**src/rtl/i2c_unjam_pkg.sv**
```systemverilog
package i2c_unjam_pkg;

  // Sequencer phases: burst clocking first, then the stop condition.
  typedef enum logic [3:0] {
    ST_IDLE,
    ST_LOW,    // burst: SCL pulled, timed
    ST_RISE,   // burst: SCL released, waiting for it to read high
    ST_HIGH,   // burst: SCL high, timed
    ST_SDROP,  // stop: one cycle of SCL low before SDA is pulled
    ST_SLOW,   // stop: SCL and SDA pulled, timed
    ST_SRISE,  // stop: SCL released, waiting for it to read high
    ST_SHOLD,  // stop: SCL high, SDA still pulled, timed
    ST_SREL    // stop: SDA released, timed, then sampled
  } unjam_state_e;

endpackage

```
**src/rtl/unjam_rst_sync.sv**
```systemverilog
module unjam_rst_sync (
  input  logic clk,
  input  logic rst_n_i,
  output logic rst_n_o
);

  logic [1:0] sync_q;

  always_ff @(posedge clk or negedge rst_n_i) begin
    if (!rst_n_i) sync_q <= 2'b00;
    else          sync_q <= {sync_q[0], 1'b1};
  end

  assign rst_n_o = sync_q[1];

endmodule

```
**src/rtl/unjam_phase_timer.sv**
```systemverilog
module unjam_phase_timer #(
  parameter int W = 16
) (
  input  logic         clk,
  input  logic         rst_n,
  input  logic         load_i,
  input  logic [W-1:0] div_i,
  output logic         zero_o
);

  logic [W-1:0] cnt_q, cnt_d;
  logic         cnt_en;

  assign cnt_en = load_i | (cnt_q != '0);

  always_comb begin
    if (load_i) cnt_d = div_i;
    else        cnt_d = cnt_q - 1'b1;
  end

  always_ff @(posedge clk or negedge rst_n) begin
    if (!rst_n)      cnt_q <= '0;
    else if (cnt_en) cnt_q <= cnt_d;
  end

  assign zero_o = (cnt_q == '0);

  // a loaded phase counts down by exactly one per cycle
  a_r3_timer_step: assert property (@(posedge clk) disable iff (!rst_n)
    (!load_i && cnt_q != '0) |=> cnt_q == $past(cnt_q) - 1'b1);

endmodule

```
**src/rtl/unjam_pulse_counter.sv**
```systemverilog
module unjam_pulse_counter #(
  parameter int PULSES = 16
) (
  input  logic clk,
  input  logic rst_n,
  input  logic clr_i,
  input  logic inc_i,
  output logic last_o
);

  localparam int CW = $clog2(PULSES + 1);

  logic [CW-1:0] cnt_q, cnt_d;
  logic          cnt_en;

  assign cnt_en = clr_i | inc_i;

  always_comb begin
    if (clr_i) cnt_d = '0;
    else       cnt_d = cnt_q + 1'b1;
  end

  always_ff @(posedge clk or negedge rst_n) begin
    if (!rst_n)      cnt_q <= '0;
    else if (cnt_en) cnt_q <= cnt_d;
  end

  // the increment applied now completes the final pulse
  assign last_o = (cnt_q == CW'(PULSES - 1));

  // the burst never exceeds the pulse budget
  a_r4_pulse_bound: assert property (@(posedge clk) disable iff (!rst_n)
    cnt_q <= CW'(PULSES));

endmodule

```
**src/rtl/unjam_fsm.sv**
```systemverilog
module unjam_fsm
  import i2c_unjam_pkg::*;
#(
  parameter bit EARLY_EXIT = 1'b1
) (
  input  logic clk,
  input  logic rst_n,
  input  logic start_i,
  input  logic scl_i,
  input  logic sda_i,
  input  logic tmr_zero_i,
  input  logic cnt_last_i,
  output logic tmr_load_o,
  output logic cnt_clr_o,
  output logic cnt_inc_o,
  output logic scl_oe_o,
  output logic sda_oe_o,
  output logic busy_o,
  output logic done_o,
  output logic sda_free_o
);

  unjam_state_e state_q, state_d;
  logic end_q, end_d, end_en;
  logic done_q, done_d;
  logic free_q, free_d, free_en;
  logic stop_now;
  logic finish;

  generate
    if (EARLY_EXIT) begin : g_early
      assign stop_now = cnt_last_i | sda_i;
    end else begin : g_full
      assign stop_now = cnt_last_i;
    end
  endgenerate

  // next-state and control
  always_comb begin
    state_d    = state_q;
    tmr_load_o = 1'b0;
    cnt_clr_o  = 1'b0;
    cnt_inc_o  = 1'b0;
    finish     = 1'b0;
    unique case (state_q)
      ST_IDLE: if (start_i) begin
        state_d    = ST_LOW;
        tmr_load_o = 1'b1;
        cnt_clr_o  = 1'b1;
      end
      ST_LOW:   if (tmr_zero_i) state_d = ST_RISE;
      ST_RISE: if (scl_i) begin
        state_d    = ST_HIGH;
        tmr_load_o = 1'b1;
        cnt_inc_o  = 1'b1;
      end
      ST_HIGH: if (tmr_zero_i) begin
        if (end_q) state_d = ST_SDROP;
        else begin
          state_d    = ST_LOW;
          tmr_load_o = 1'b1;
        end
      end
      ST_SDROP: begin
        state_d    = ST_SLOW;
        tmr_load_o = 1'b1;
      end
      ST_SLOW:  if (tmr_zero_i) state_d = ST_SRISE;
      ST_SRISE: if (scl_i) begin
        state_d    = ST_SHOLD;
        tmr_load_o = 1'b1;
      end
      ST_SHOLD: if (tmr_zero_i) begin
        state_d    = ST_SREL;
        tmr_load_o = 1'b1;
      end
      ST_SREL: if (tmr_zero_i) begin
        state_d = ST_IDLE;
        finish  = 1'b1;
      end
      default: state_d = ST_IDLE;
    endcase
  end

  // flag and result updates
  always_comb begin
    end_en  = cnt_clr_o | cnt_inc_o;
    end_d   = cnt_inc_o & stop_now;
    done_d  = finish;
    free_en = cnt_clr_o | finish;
    free_d  = finish & sda_i;
  end

  always_ff @(posedge clk or negedge rst_n) begin
    if (!rst_n) begin
      state_q <= ST_IDLE;
      end_q   <= 1'b0;
      done_q  <= 1'b0;
      free_q  <= 1'b0;
    end else begin
      state_q <= state_d;
      done_q  <= done_d;
      if (end_en)  end_q  <= end_d;
      if (free_en) free_q <= free_d;
    end
  end

  assign scl_oe_o   = (state_q == ST_LOW) || (state_q == ST_SDROP) || (state_q == ST_SLOW);
  assign sda_oe_o   = (state_q == ST_SLOW) || (state_q == ST_SRISE) || (state_q == ST_SHOLD);
  assign busy_o     = (state_q != ST_IDLE);
  assign done_o     = done_q;
  assign sda_free_o = free_q;

  // a request while busy leaves the sequence running
  a_r2_start_ignored: assert property (@(posedge clk) disable iff (!rst_n)
    (busy_o && start_i && !finish) |=> busy_o);

  // no high phase is timed while SCL is still held low
  a_r3_wait_stretch: assert property (@(posedge clk) disable iff (!rst_n)
    (state_q == ST_RISE && !scl_i) |=> (state_q == ST_RISE && !scl_oe_o));

  // SDA is pulled only after SCL has already been pulled for a cycle
  a_r5_sda_pull_order: assert property (@(posedge clk) disable iff (!rst_n)
    $rose(sda_oe_o) |-> ($past(scl_oe_o) && scl_oe_o));

  // SDA is released only while SCL reads high
  a_r5_sda_release_high: assert property (@(posedge clk) disable iff (!rst_n)
    $fell(sda_oe_o) |-> scl_i);

  // done is a single-cycle pulse and coincides with idle
  a_r6_done_single: assert property (@(posedge clk) disable iff (!rst_n)
    done_o |=> !done_o);
  a_r6_done_idle: assert property (@(posedge clk) disable iff (!rst_n)
    done_o |-> !busy_o);

  // no stale result is shown during a recovery
  a_r7_free_busy: assert property (@(posedge clk) disable iff (!rst_n)
    busy_o |-> !sda_free_o);

endmodule

```
**src/rtl/i2c_unjam.sv**
```systemverilog
module i2c_unjam #(
  parameter int DIV_W      = 16,
  parameter int PULSES     = 16,
  parameter bit EARLY_EXIT = 1'b1
) (
  input  logic             clk,
  input  logic             rst_n,
  input  logic             start_i,
  input  logic [DIV_W-1:0] half_div_i,
  input  logic             scl_i,
  input  logic             sda_i,
  output logic             scl_oe_o,
  output logic             sda_oe_o,
  output logic             busy_o,
  output logic             done_o,
  output logic             sda_free_o
);

  logic rst_n_s;
  logic tmr_load, tmr_zero;
  logic cnt_clr, cnt_inc, cnt_last;

  unjam_rst_sync u_rst (
    .clk     (clk),
    .rst_n_i (rst_n),
    .rst_n_o (rst_n_s)
  );

  unjam_phase_timer #(.W(DIV_W)) u_timer (
    .clk    (clk),
    .rst_n  (rst_n_s),
    .load_i (tmr_load),
    .div_i  (half_div_i),
    .zero_o (tmr_zero)
  );

  unjam_pulse_counter #(.PULSES(PULSES)) u_pulses (
    .clk    (clk),
    .rst_n  (rst_n_s),
    .clr_i  (cnt_clr),
    .inc_i  (cnt_inc),
    .last_o (cnt_last)
  );

  unjam_fsm #(.EARLY_EXIT(EARLY_EXIT)) u_fsm (
    .clk        (clk),
    .rst_n      (rst_n_s),
    .start_i    (start_i),
    .scl_i      (scl_i),
    .sda_i      (sda_i),
    .tmr_zero_i (tmr_zero),
    .cnt_last_i (cnt_last),
    .tmr_load_o (tmr_load),
    .cnt_clr_o  (cnt_clr),
    .cnt_inc_o  (cnt_inc),
    .scl_oe_o   (scl_oe_o),
    .sda_oe_o   (sda_oe_o),
    .busy_o     (busy_o),
    .done_o     (done_o),
    .sda_free_o (sda_free_o)
  );

endmodule

```
**config.mk**
```make
export PLATFORM = sky130hd
export DESIGN_NAME = i2c_unjam
export DESIGN_NICKNAME = d
export VERILOG_FILES = /design/src/rtl/i2c_unjam_pkg.sv /design/src/rtl/unjam_rst_sync.sv /design/src/rtl/unjam_phase_timer.sv /design/src/rtl/unjam_pulse_counter.sv /design/src/rtl/unjam_fsm.sv /design/src/rtl/i2c_unjam.sv
export SDC_FILE = /design/constraint.sdc
export NUM_CORES = 1
export LEC_CHECK = 0
export BUFFER_PORTS_ARGS = -buffer_cell sky130_fd_sc_hd__buf_2
export CAP_MARGIN = 20
export CORE_ASPECT_RATIO = 0.5
export CORE_UTILIZATION = 25
export CTS_CLUSTER_DIAMETER = 120
export DETAILED_ROUTE_END_ITERATION = 10
export PLACE_DENSITY_LB_ADDON = 0.15
export SYNTH_ARGS = -nofsm -noshare
export SYNTH_HDL_FRONTEND = slang
export SYNTH_SLANG_ARGS = --single-unit
```
**constraint.sdc**
```tcl
create_clock -name clk -period 0.92 [get_ports clk]
set_input_delay 0.046 -clock clk [delete_from_list [all_inputs] [get_ports clk]]
set_output_delay 0.046 -clock clk [all_outputs]
set_load 0.02 [all_outputs]
```
==> flow_summary_export.csv, run 1 <==
group,metric,value,unit
outcome,status,"finished with violations",
outcome,failed_checks,"negative setup slack",
synth,ys_seq_elements,30,
critical_path,path_cells,"nor4_2 > buf_4 > nand4_4 > buf_6 > or3_4 > a21oi_2",
flow_run,cap_violations,0,
sta,hold_viol,0,
floorplanning,rows,20,
layout,multiInputGateArea,0.001181,mm^2
critical_path,crit_path_end,"u_fsm.state_q[2]$_DFFE_PN0P_",
drt,firstDrtPassIters,4,
layout,layout.nets,292,
clock_tree,cts_max_level,2,
global_route,track_usage,14.87,%
layout,final_common_cell,"buf_4",
global_route,grt_pass1_wl,7948,um
global_route,antenna_found_initial,0,
layout,drive_above_1_share,58.21,%
critical_path,crit_start,"u_timer.cnt_q[12]$_DFFE_PN0P_",
critical_path,max_stage_delay,390,ps
layout,regArea,753.2,um^2
synth,syn_inst,158,
floorplanning,io_pins,26,
drt,drc,0,
sta,fin_skew,9.113,ps
drt,drt_wl_total,4678,um
floorplanning,die_y,60.70,um
floorplanning,start_util,27.11,%
placed_design,routabilityCongestion,0.7526,
floorplanning,fp.dieArea,0.007248,mm^2
layout,antenna_cells,0,
critical_path,crit_type,"reg2reg",
sta,whs,2.401,ps
critical_path,reg2reg_to,"u_fsm.state_q[2]$_DFFE_PN0P_",
critical_path,reg2reg_setup_slack,-790,ps
pwr,p_leak,1.333,nW
critical_path,cp-start-kind,"register",
synth,synth_area,0.001723,mm^2
hold_path,min_path_type,"in2reg",
synth,ys_types,41,
critical_path,slowest_stage,"dfrtp_1",
critical_path,r2r_cells,6,
critical_path,arrival,1910,ps
critical_path,endpoint_kind,"register",
clock_tree,clk_pin_slew,50,ps
global_route,grt_pass1_vias,1651,
pwr,powerDensity,1734,mW/mm^2
sta,finalCriticalPeriod,1713,ps
placed_design,dp_slack,-823.1,ps
drt,ant_nets,0,
clock_tree,clk_latency,280,ps
sta,setup_viol,31,
layout,postLayoutCoreUtil,49.23,%
placed_design,port_buffers,25,
critical_path,path_delay_family,"simple AND/OR/NAND/NOR gates",
synth,yosysSeqAreaShare,43.57,%
global_route,grt_max_degree,17,
critical_path,required,1120,ps
synth,avgSynthCellArea,10.90,um^2
clock_tree,cts_root_buffer,"clkbuf_16",
layout,n_fill_cell,620,
global_route,overflow,0,
synth,synth_warnings,0,
sta,fmax,583.9,MHz
layout,area_delta_synth_final,81.63,%
floorplanning,fp.dieW,119.4,um
drt,viasPerCell,4.357,
clock_tree,cts_buffers,5,
critical_path,r2r-start,"u_timer.cnt_q[12]$_DFFE_PN0P_",
critical_path,worst-path-stages,6,
drt,routedWlPerCell,13.14,um
floorplanning,core-area,0.006356,mm^2
pwr,peakVddDrop,636.2,uV
critical_path,cp_max_fo,7,
clock_tree,cts_tree,"done",
drt,vias,1551,
clock_tree,cts_max_path_buffers,2,
layout,final_cell_mix,"48 x buf_4, 28 x dfrtp_1, 21 x buf_2, 21 x buf_6, 15 x dlygate4sd3_1",
sta,slew_violations,0,
clock_tree,cts_sinks,30,
sta,rsz0062_at_grt,"yes",
placed_design,hpwl,3166,um
synth,syn_nets,183,
sta,period_share,186.2,%
drt,drt-initial-drc-count,28,
critical_path,worst-path-buf-inv,2,
sta,setup_slack,-792.8,ps
-- area by class of cell --
class | count | area share, %
Clock buffer | 6 | 4.438
Inverter | 9 | 1.080
Timing Repair Buffer | 107 | 28.75
Clock inverter | 2 | 0.3998
Tap cell | 88 | 3.519
Sequential cell | 30 | 24.07
Multi-Input combinational cell | 114 | 37.74
-- worst min path at each step --
stage,startpoint,cells after the start,end
6_report,half_div_i[1],2,u_timer.cnt_q[1]$_DFFE_PN0P_
5_1_grt,half_div_i[1],2,u_timer.cnt_q[1]$_DFFE_PN0P_
2_1_floorplan,rst_n,0,u_rst.sync_q[0]$_DFF_PN0_
3_3_place_gp,rst_n,1,u_rst.sync_q[0]$_DFF_PN0_
4_1_cts,half_div_i[1],2,u_timer.cnt_q[1]$_DFFE_PN0P_
3_5_place_dp,rst_n,1,u_rst.sync_q[1]$_DFF_PN0_
-- report_power, final --
group / internal [W] / switching (W)
clock network: 0.00107 / 0.000582
logic: 0.00109 / 0.000820
registers: 0.00158 / 0.000280
-- state kept, by name (all words and copies together), names as in the netlist --
signal and flops:
u_fsm.done_o 1, u_fsm.end_q 1, u_fsm.sda_free_o 1, u_fsm.state_q 4
u_pulses.cnt_q 5, u_rst.sync_q 2, u_timer.cnt_q 16
-- stage by stage --
stage | power (W) | instances | TNS (ps) | instance area [um^2]
floorplan | 0.002703 | 158 | -16800 | 1852
global placement | 0.003466 | 317 | -18860 | 2440
detailed placement | 0.003493 | 317 | -19380 | 2440
CTS | 0.005441 | 352 | -19360 | 3013
global route | 0.005764 | 356 | -23660 | 3129
finish | 0.005425 | 356 | -20830 | 3129
-- worst reg2reg max path, stage by stage (launching register included) --
cell and delay (ps):
dfrtp_1 390, nor4_2 300, buf_4 170, nand4_4 140, buf_6 180, or3_4 330
a21oi_2 120
-- metal layers --
metal / vias to the layer above / part of all wire, % / wire length [um] / global-route usage [%]
met5: - / 0 / 0 / 0
met4: 0 / 1.1 / 52 / 6.607
met3: 7 / 3.3 / 155 / 4.793
met2: 15 / 47 / 2208 / 25.33
met1: 737 / 48 / 2263 / 17.83
li1: 792 / - / - / -
-- kinds of logic (layout without fill, tap and decap cells) --
logic type               Yosys count  in the layout  share of synthesized area [%]
AND/OR/NAND/NOR                   59             59                          21.13
flip-flops                        30             30                          43.57
AO/OA/AOI/OAI                     28             28                          16.19
XOR/XNOR                          17             17                          8.642
buffers and inverters             14            124                          4.211
multiplexers                       5              5                          3.123
adder cells (fa/ha/maj)            4              4                          2.905
other                              1              1                         0.2177
-- cells in the mapped netlist --
library cell  instances  area (um^2)
ha_1                  4        50.05
nand2b_1              2        12.51
nor3_1                6        30.03
and3_1                2        12.51
xor2_1               13        113.9
a21oi_1               3        15.01
o21ai_0               5        25.02
buf_4                 1        7.510
a31oi_1               1        6.260
xnor2_1               4        35.03
inv_1                 9        33.78
nand4_1               5        31.28
nand2_1               7        26.28
a22o_1                1        8.760
o2bb2ai_1             2        17.52
conb_1                1        3.750
nor4_1                2        12.51
nor2_1               11        41.29
or3_1                 2        12.51
dfrtp_1              30        750.7
buf_2                 1        5.000
a21boi_0              1        7.510
nor3b_1               1        7.510
a21bo_2               1        10.01
clkbuf_1              1        3.750
o31ai_1               3        22.52
nand3_1               9        45.04
nor4b_2               1        15.01
buf_6                 2        22.52
nor4_2                1        12.51
mux2i_1               2        20.02
nand4_4               1        21.27
or4_1                 2        15.01
nor3_2                1        10.01
nor2b_1               2        12.51
o21ai_4               1        16.27
nand3b_1              1        7.510
o2bb2ai_2            10        150.1
nor4_4                1        21.27
nand4b_1              2        17.52
mux2_2                3        33.78
-- repair_timing --
action                                  CTS  global route
endpoints found under the hold margin    16             0
buffers inserted                         11             4
cloned                                    1             0
hold buffers                             15             0
endpoints found under the setup margin   31            32
pin swaps                                13             7
gates resized for setup                  42            15
Note: power is estimated with default switching activity, not from simulation.
==> run 2: changes to the inputs <==
Clock period 0.92 ns to 1.8 ns, I/O delays scaled along.
==> run 2 against run 1 <==
  * The flow now finishes without violations
  * Die area is the same
  * Routed wire length shrank 17%
  * Count of clock-buffer cells in the layout grew 1
  * Largest cell class unchanged
  * First-iteration DRC count grew 57%
  * Non-clock buffer count shrank 55
  * Critical endpoint is now u_timer.cnt_q[0]$_DFFE_PN0P_
==> flow_summary_export.csv, run 2 (synthesis gave the netlist of run 1 again) <==
group,metric,value,unit
outcome,status,"finished clean",
sta,whs,19.55,ps
pwr,p_total,0.002453,W
floorplanning,io_pins,26,
floorplanning,die_y,60.70,um
pwr,internal_power,0.001701,W
sta,fin_skew,6.298,ps
placed_design,placed_area,0.002132,mm^2
placed_design,hpwl,2857,um
critical_path,required,1950,ps
global_route,track_usage,12.71,%
layout,fin_area,0.002342,mm^2
layout,reg_top3,"u_timer.cnt_q x16, u_pulses.cnt_q x5, u_fsm.state_q x4",
sta,hold_viol,0,
layout,area_delta_synth_final,35.95,%
floorplanning,start_util,27.11,%
floorplanning,rows,20,
clock_tree,cts_tree,"done",
placed_design,dp_slack,-26.83,ps
pwr,powerDensity,1047,mW/mm^2
drt,drc,0,
drt,routedWlPerCell,12.94,um
sta,setup_viol,0,
critical_path,arrival,1860,ps
global_route,antenna_found_initial,0,
layout,final_cell_mix,"29 x dfrtp_1, 25 x buf_2, 23 x buf_4",
drt,firstDrtPassIters,4,
placed_design,port_buffers,25,
pwr,peakVddDrop,357.5,uV
flow_run,cap_violations,0,
sta,slew_violations,0,
drt,drt-initial-drc-count,44,
global_route,grt_pass1_vias,1385,
layout,regMostFlops,"u_timer.cnt_q",
critical_path,crit_type,"reg2reg",
pwr,p_leak,1.017,nW
layout,fin_cells,301,
drt,drt_wl_total,3895,um
pwr,power_switching,0.0007514,W
clock_tree,clk_pin_slew,50,ps
sta,rsz0062_at_grt,"no",
layout,drive_above_1_share,40.38,%
hold_path,min_path_type,"in2reg",
critical_path,path_cells,"nor4_4 > nand4_4 > o21ai_4 > mux2_2",
critical_path,path_delay_family,"simple AND/OR/NAND/NOR gates",
clock_tree,cts_buffers,5,
global_route,overflow,0,
clock_tree,cts_root_buffer,"clkbuf_16",
floorplanning,fp.dieW,119.4,um
critical_path,max_stage_delay,420,ps
layout,final_common_cell,"dfrtp_1",
clock_tree,cts_sinks,30,
critical_path,endpoint_kind,"register",
critical_path,cp-start-kind,"register",
layout,antenna_cells,0,
pwr,p_comb_share,25.2,%
sta,fmax,586.1,MHz
placed_design,routabilityCongestion,0.7269,
global_route,grt_pass1_wl,6810,um
global_route,grt_max_degree,29,
sta,finalCriticalPeriod,1706,ps
critical_path,cp_max_fo,5,
placed_design,placed_cells,291,
clock_tree,cts_max_path_buffers,2,
clock_tree,cts_max_level,2,
drt,vias,1341,
pwr,sequentialPowerShare,40.5,%
drt,viasPerCell,4.455,
clock_tree,clk_latency,280,ps
critical_path,worst-path-buf-inv,0,
pwr,p_clk_share,34.3,%
sta,period_share,94.78,%
floorplanning,fp.dieArea,0.007248,mm^2
pwr,switching_share,30.63,%
critical_path,slowest_stage,"dfrtp_1",
layout,largest_reg_flops,16,
floorplanning,core-area,0.006356,mm^2
layout,layout.nets,237,
drt,ant_nets,0,
sta,setup_slack,93.92,ps
==> run 2: timing repair <==
action                     in CTS  in global routing
hold endpoints to repair        2                  0
gates resized for setup         1                 10
gates cloned                    0                  0
hold buffers                    1                  0
buffers inserted                0                  1
pin swaps                       0                  5
setup endpoints to repair       2                  6
==> run 2: worst paths after layout <==
kind | start | endpoint | slack (ps) | cells past startpoint
hold / removal | half_div_i[13] | u_timer.cnt_q[13]$_DFFE_PN0P_ | 20 | 2
hold reg to reg | u_rst.sync_q[1]$_DFF_PN0_ | u_timer.cnt_q[2]$_DFFE_PN0P_ | 250 | 1
setup / recovery | u_timer.cnt_q[8]$_DFFE_PN0P_ | u_timer.cnt_q[0]$_DFFE_PN0P_ | 90 | 4
setup reg to reg | u_timer.cnt_q[8]$_DFFE_PN0P_ | u_timer.cnt_q[0]$_DFFE_PN0P_ | 90 | 4
min in group asynchronous | rst_n | u_rst.sync_q[1]$_DFF_PN0_ | 130 | 2
max in group asynchronous | u_rst.sync_q[1]$_DFF_PN0_ | u_timer.cnt_q[11]$_DFFE_PN0P_ | 1260 | 1
==> run 2: layout make-up <==
cell class              instances  area, um^2
flip-flops and latches         30       752.0
repair buffers                 52       359.1
clock inverters                 1       5.005
well taps                      88       110.1
multi-input cells             114       939.7
fillers                       653        4014
inverters                       9       33.78
clock buffers                   7       142.6
==> run 2: worst register-to-register path, delay by kind of cell, from the launching register on <==
family	cells	cell delay (ps)
compound gates	1	230
mux	1	370
flops	1	420
simple gates	2	560
==> run 2: routing by layer <==
metal	global-route usage, %	vias up	wire, um
met3	4.229	6	154
met2	21.26	18	1747
met4	5.893	0	72
met5	0	-	0
met1	15.33	641	1920
li1	-	676	-
==> run 2: metrics by stage <==
| step | setup TNS (ps) | util, % |
|---|---|---|
| 2_1_floorplan | 0 | - |
| 3_3_place_gp | 0 | 33.54 |
| 3_5_place_dp | -26.83 | 33.54 |
| 4_1_cts | 0 | 36.16 |
| 5_1_grt | 0 | 36.85 |
| 6_report | 0 | 36.85 |
==> run 2: power by group through the flow <==
stage                     clock network [W]  logic (W)  registers (W)
after floorplan                           0   0.000361       0.000975
after global placement                    0   0.000591       0.000985
after detailed placement                  0   0.000601       0.000987
after CTS                          0.000868   0.000615       0.000984
after global routing               0.000902   0.000706        0.00101
final                              0.000842   0.000618       0.000992
==> run 3: changes to the inputs <==
Settings changed: PLACE_DENSITY from default to 0.53, PLACE_DENSITY_LB_ADDON 0.15 to default.
==> run 3 against run 2 <==
  * Clock power down 0.8%
  * Maximum frequency shrank 2.6%
  * Register-to-register slack lost 50 ps
  * Hold slack improved by 4.9 ps
  * Combinational power down 6.5%
  * Cell area decreased by 2.8%
  * Clock skew shrank 3.7 ps
==> flow_summary_export.csv, run 3 (synthesis gave the netlist of run 1 again) <==
group,metric,value,unit
critical_path,r2r_cells,4,
clock_tree,clk_latency,270,ps
layout,antenna_cells,0,
drt,routedWlPerCell,12.77,um
pwr,p_total,0.002403,W
placed_design,placed_area,0.002105,mm^2
placed_design,routabilityCongestion,0.7960,
drt,firstDrtPassIters,4,
sta,period_share,97.34,%
clock_tree,clk_pin_slew,50,ps
critical_path,crit_type,"reg2reg",
layout,reg_top3,"u_timer.cnt_q x16, u_pulses.cnt_q x5, u_fsm.state_q x4",
drt,vias,1327,
layout,layout.nets,234,
pwr,p_leak,0.9945,nW
sta,fmax,570.8,MHz
layout,drive_above_1_share,36.19,%
floorplanning,fp.dieW,119.4,um
critical_path,arrival,1910,ps
floorplanning,rows,20,
hold_path,min_path_type,"in2reg",
placed_design,port_buffers,25,
sta,hold_viol,0,
clock_tree,cts_max_level,2,
clock_tree,cts_max_path_buffers,2,
floorplanning,core-area,0.006356,mm^2
drt,drt-initial-drc-count,65,
flow_run,cap_violations,0,
drt,viasPerCell,4.453,
layout,area_delta_synth_final,32.17,%
clock_tree,cts_root_buffer,"clkbuf_16",
pwr,peakVddDrop,377.4,uV
floorplanning,die_y,60.70,um
drt,drt_wl_total,3804,um
critical_path,cp_max_fo,5,
layout,postLayoutCoreUtil,35.83,%
pwr,powerDensity,1055,mW/mm^2
layout,n_fill_cell,649,
placed_design,hpwl,2766,um
layout,largest_reg_flops,16,
critical_path,cp-start-kind,"register",
global_route,antenna_found_initial,0,
global_route,grt_pass1_wl,6389,um
sta,fin_skew,2.618,ps
global_route,grt_max_degree,29,
clock_tree,cts_sinks,30,
sta,setup_viol,0,
clock_tree,cts_buffers,5,
layout,final_common_cell,"dfrtp_1",
clock_tree,cts_tree,"done",
global_route,grt_pass1_vias,1360,
floorplanning,start_util,27.11,%
sta,finalCriticalPeriod,1752,ps
sta,slew_violations,0,
drt,ant_nets,0,
global_route,track_usage,11.62,%
layout,fin_area,0.002277,mm^2
critical_path,required,1950,ps
sta,rsz0062_at_grt,"yes",
clock_tree,cts_setup_buffers,0,
outcome,status,"finished clean",
drt,drc,0,
floorplanning,fp.dieArea,0.007248,mm^2
critical_path,endpoint_kind,"register",
layout,regMostFlops,"u_timer.cnt_q",
global_route,overflow,0,
floorplanning,io_pins,26,
layout,final_cell_mix,"30 x dfrtp_1, 25 x buf_2, 22 x buf_4",
hold_path,min_path_cells,2,
-- run 3: cell type report --
class | count | area, um^2 | area share [%]
clock inverters | 1 | 5.005 | 0.2198
flip-flops and latches | 30 | 750.7 | 32.97
well taps | 88 | 110.1 | 4.835
inverters | 9 | 33.78 | 1.484
multi-input cells | 114 | 914.6 | 40.16
repair buffers | 49 | 320.3 | 14.07
clock buffers | 7 | 142.6 | 6.264
-- run 3: final timing paths --
kind | startpoint | endpoint | slack, ps
hold / removal | half_div_i[8] | u_timer.cnt_q[8]$_DFFE_PN0P_ | 20
min in group asynchronous | rst_n | u_rst.sync_q[1]$_DFF_PN0_ | 130
setup / recovery | u_fsm.state_q[1]$_DFFE_PN0P_ | u_timer.cnt_q[3]$_DFFE_PN0P_ | 50
max in group asynchronous | u_rst.sync_q[1]$_DFF_PN0_ | u_fsm.end_q$_DFFE_PN0P_ | 1260
setup reg to reg | u_fsm.state_q[1]$_DFFE_PN0P_ | u_timer.cnt_q[3]$_DFFE_PN0P_ | 50
hold reg to reg | u_rst.sync_q[1]$_DFF_PN0_ | u_timer.cnt_q[9]$_DFFE_PN0P_ | 250
-- run 3: worst max-delay path, cell delays in order, from the launching register on --
cell,delay (ps)
dfrtp_1,410
nor2b_1,140
or4_1,580
o21ai_4,140
mux2_2,370
-- run 3: per-stage QoR --
step / worst slack, ps / setup TNS [ps] / hold WS, ps / instances
2_1_floorplan: 11.89 / 0 / -205.6 / 158
3_3_place_gp: 74.74 / 0 / -125.0 / 289
3_5_place_dp: 9.328 / 0 / -123.0 / 289
4_1_cts: 40.91 / 0 / 17.67 / 298
5_1_grt: -30.71 / -98.77 / 18.40 / 298
6_report: 47.92 / 0 / 24.48 / 298
-- run 3: timing repair --
action,4_1_cts,5_1_grt
hold buffers,1,0
endpoints found under the setup margin,1,5
resized for setup,1,1
pin swaps,0,1
hold endpoints to repair,2,0
-- run 3: where the power goes --
group | internal, W | total (W) | switching, W
clock | 0.000547 | 0.000835 | 0.000288
combinational | 0.000322 | 0.000578 | 0.000256
sequential | 0.000809 | 0.000990 | 0.000181
total | 0.00168 | 0.00240 | 0.000725
-- run 3: per-layer routing --
metal	part of all wire [%]	up-vias	GRT usage [%]
met5	0	-	0
met4	0.60	0	5.000
met3	2.5	2	3.383
met2	47	18	19.19
met1	50	636	14.62
li1	-	671	-
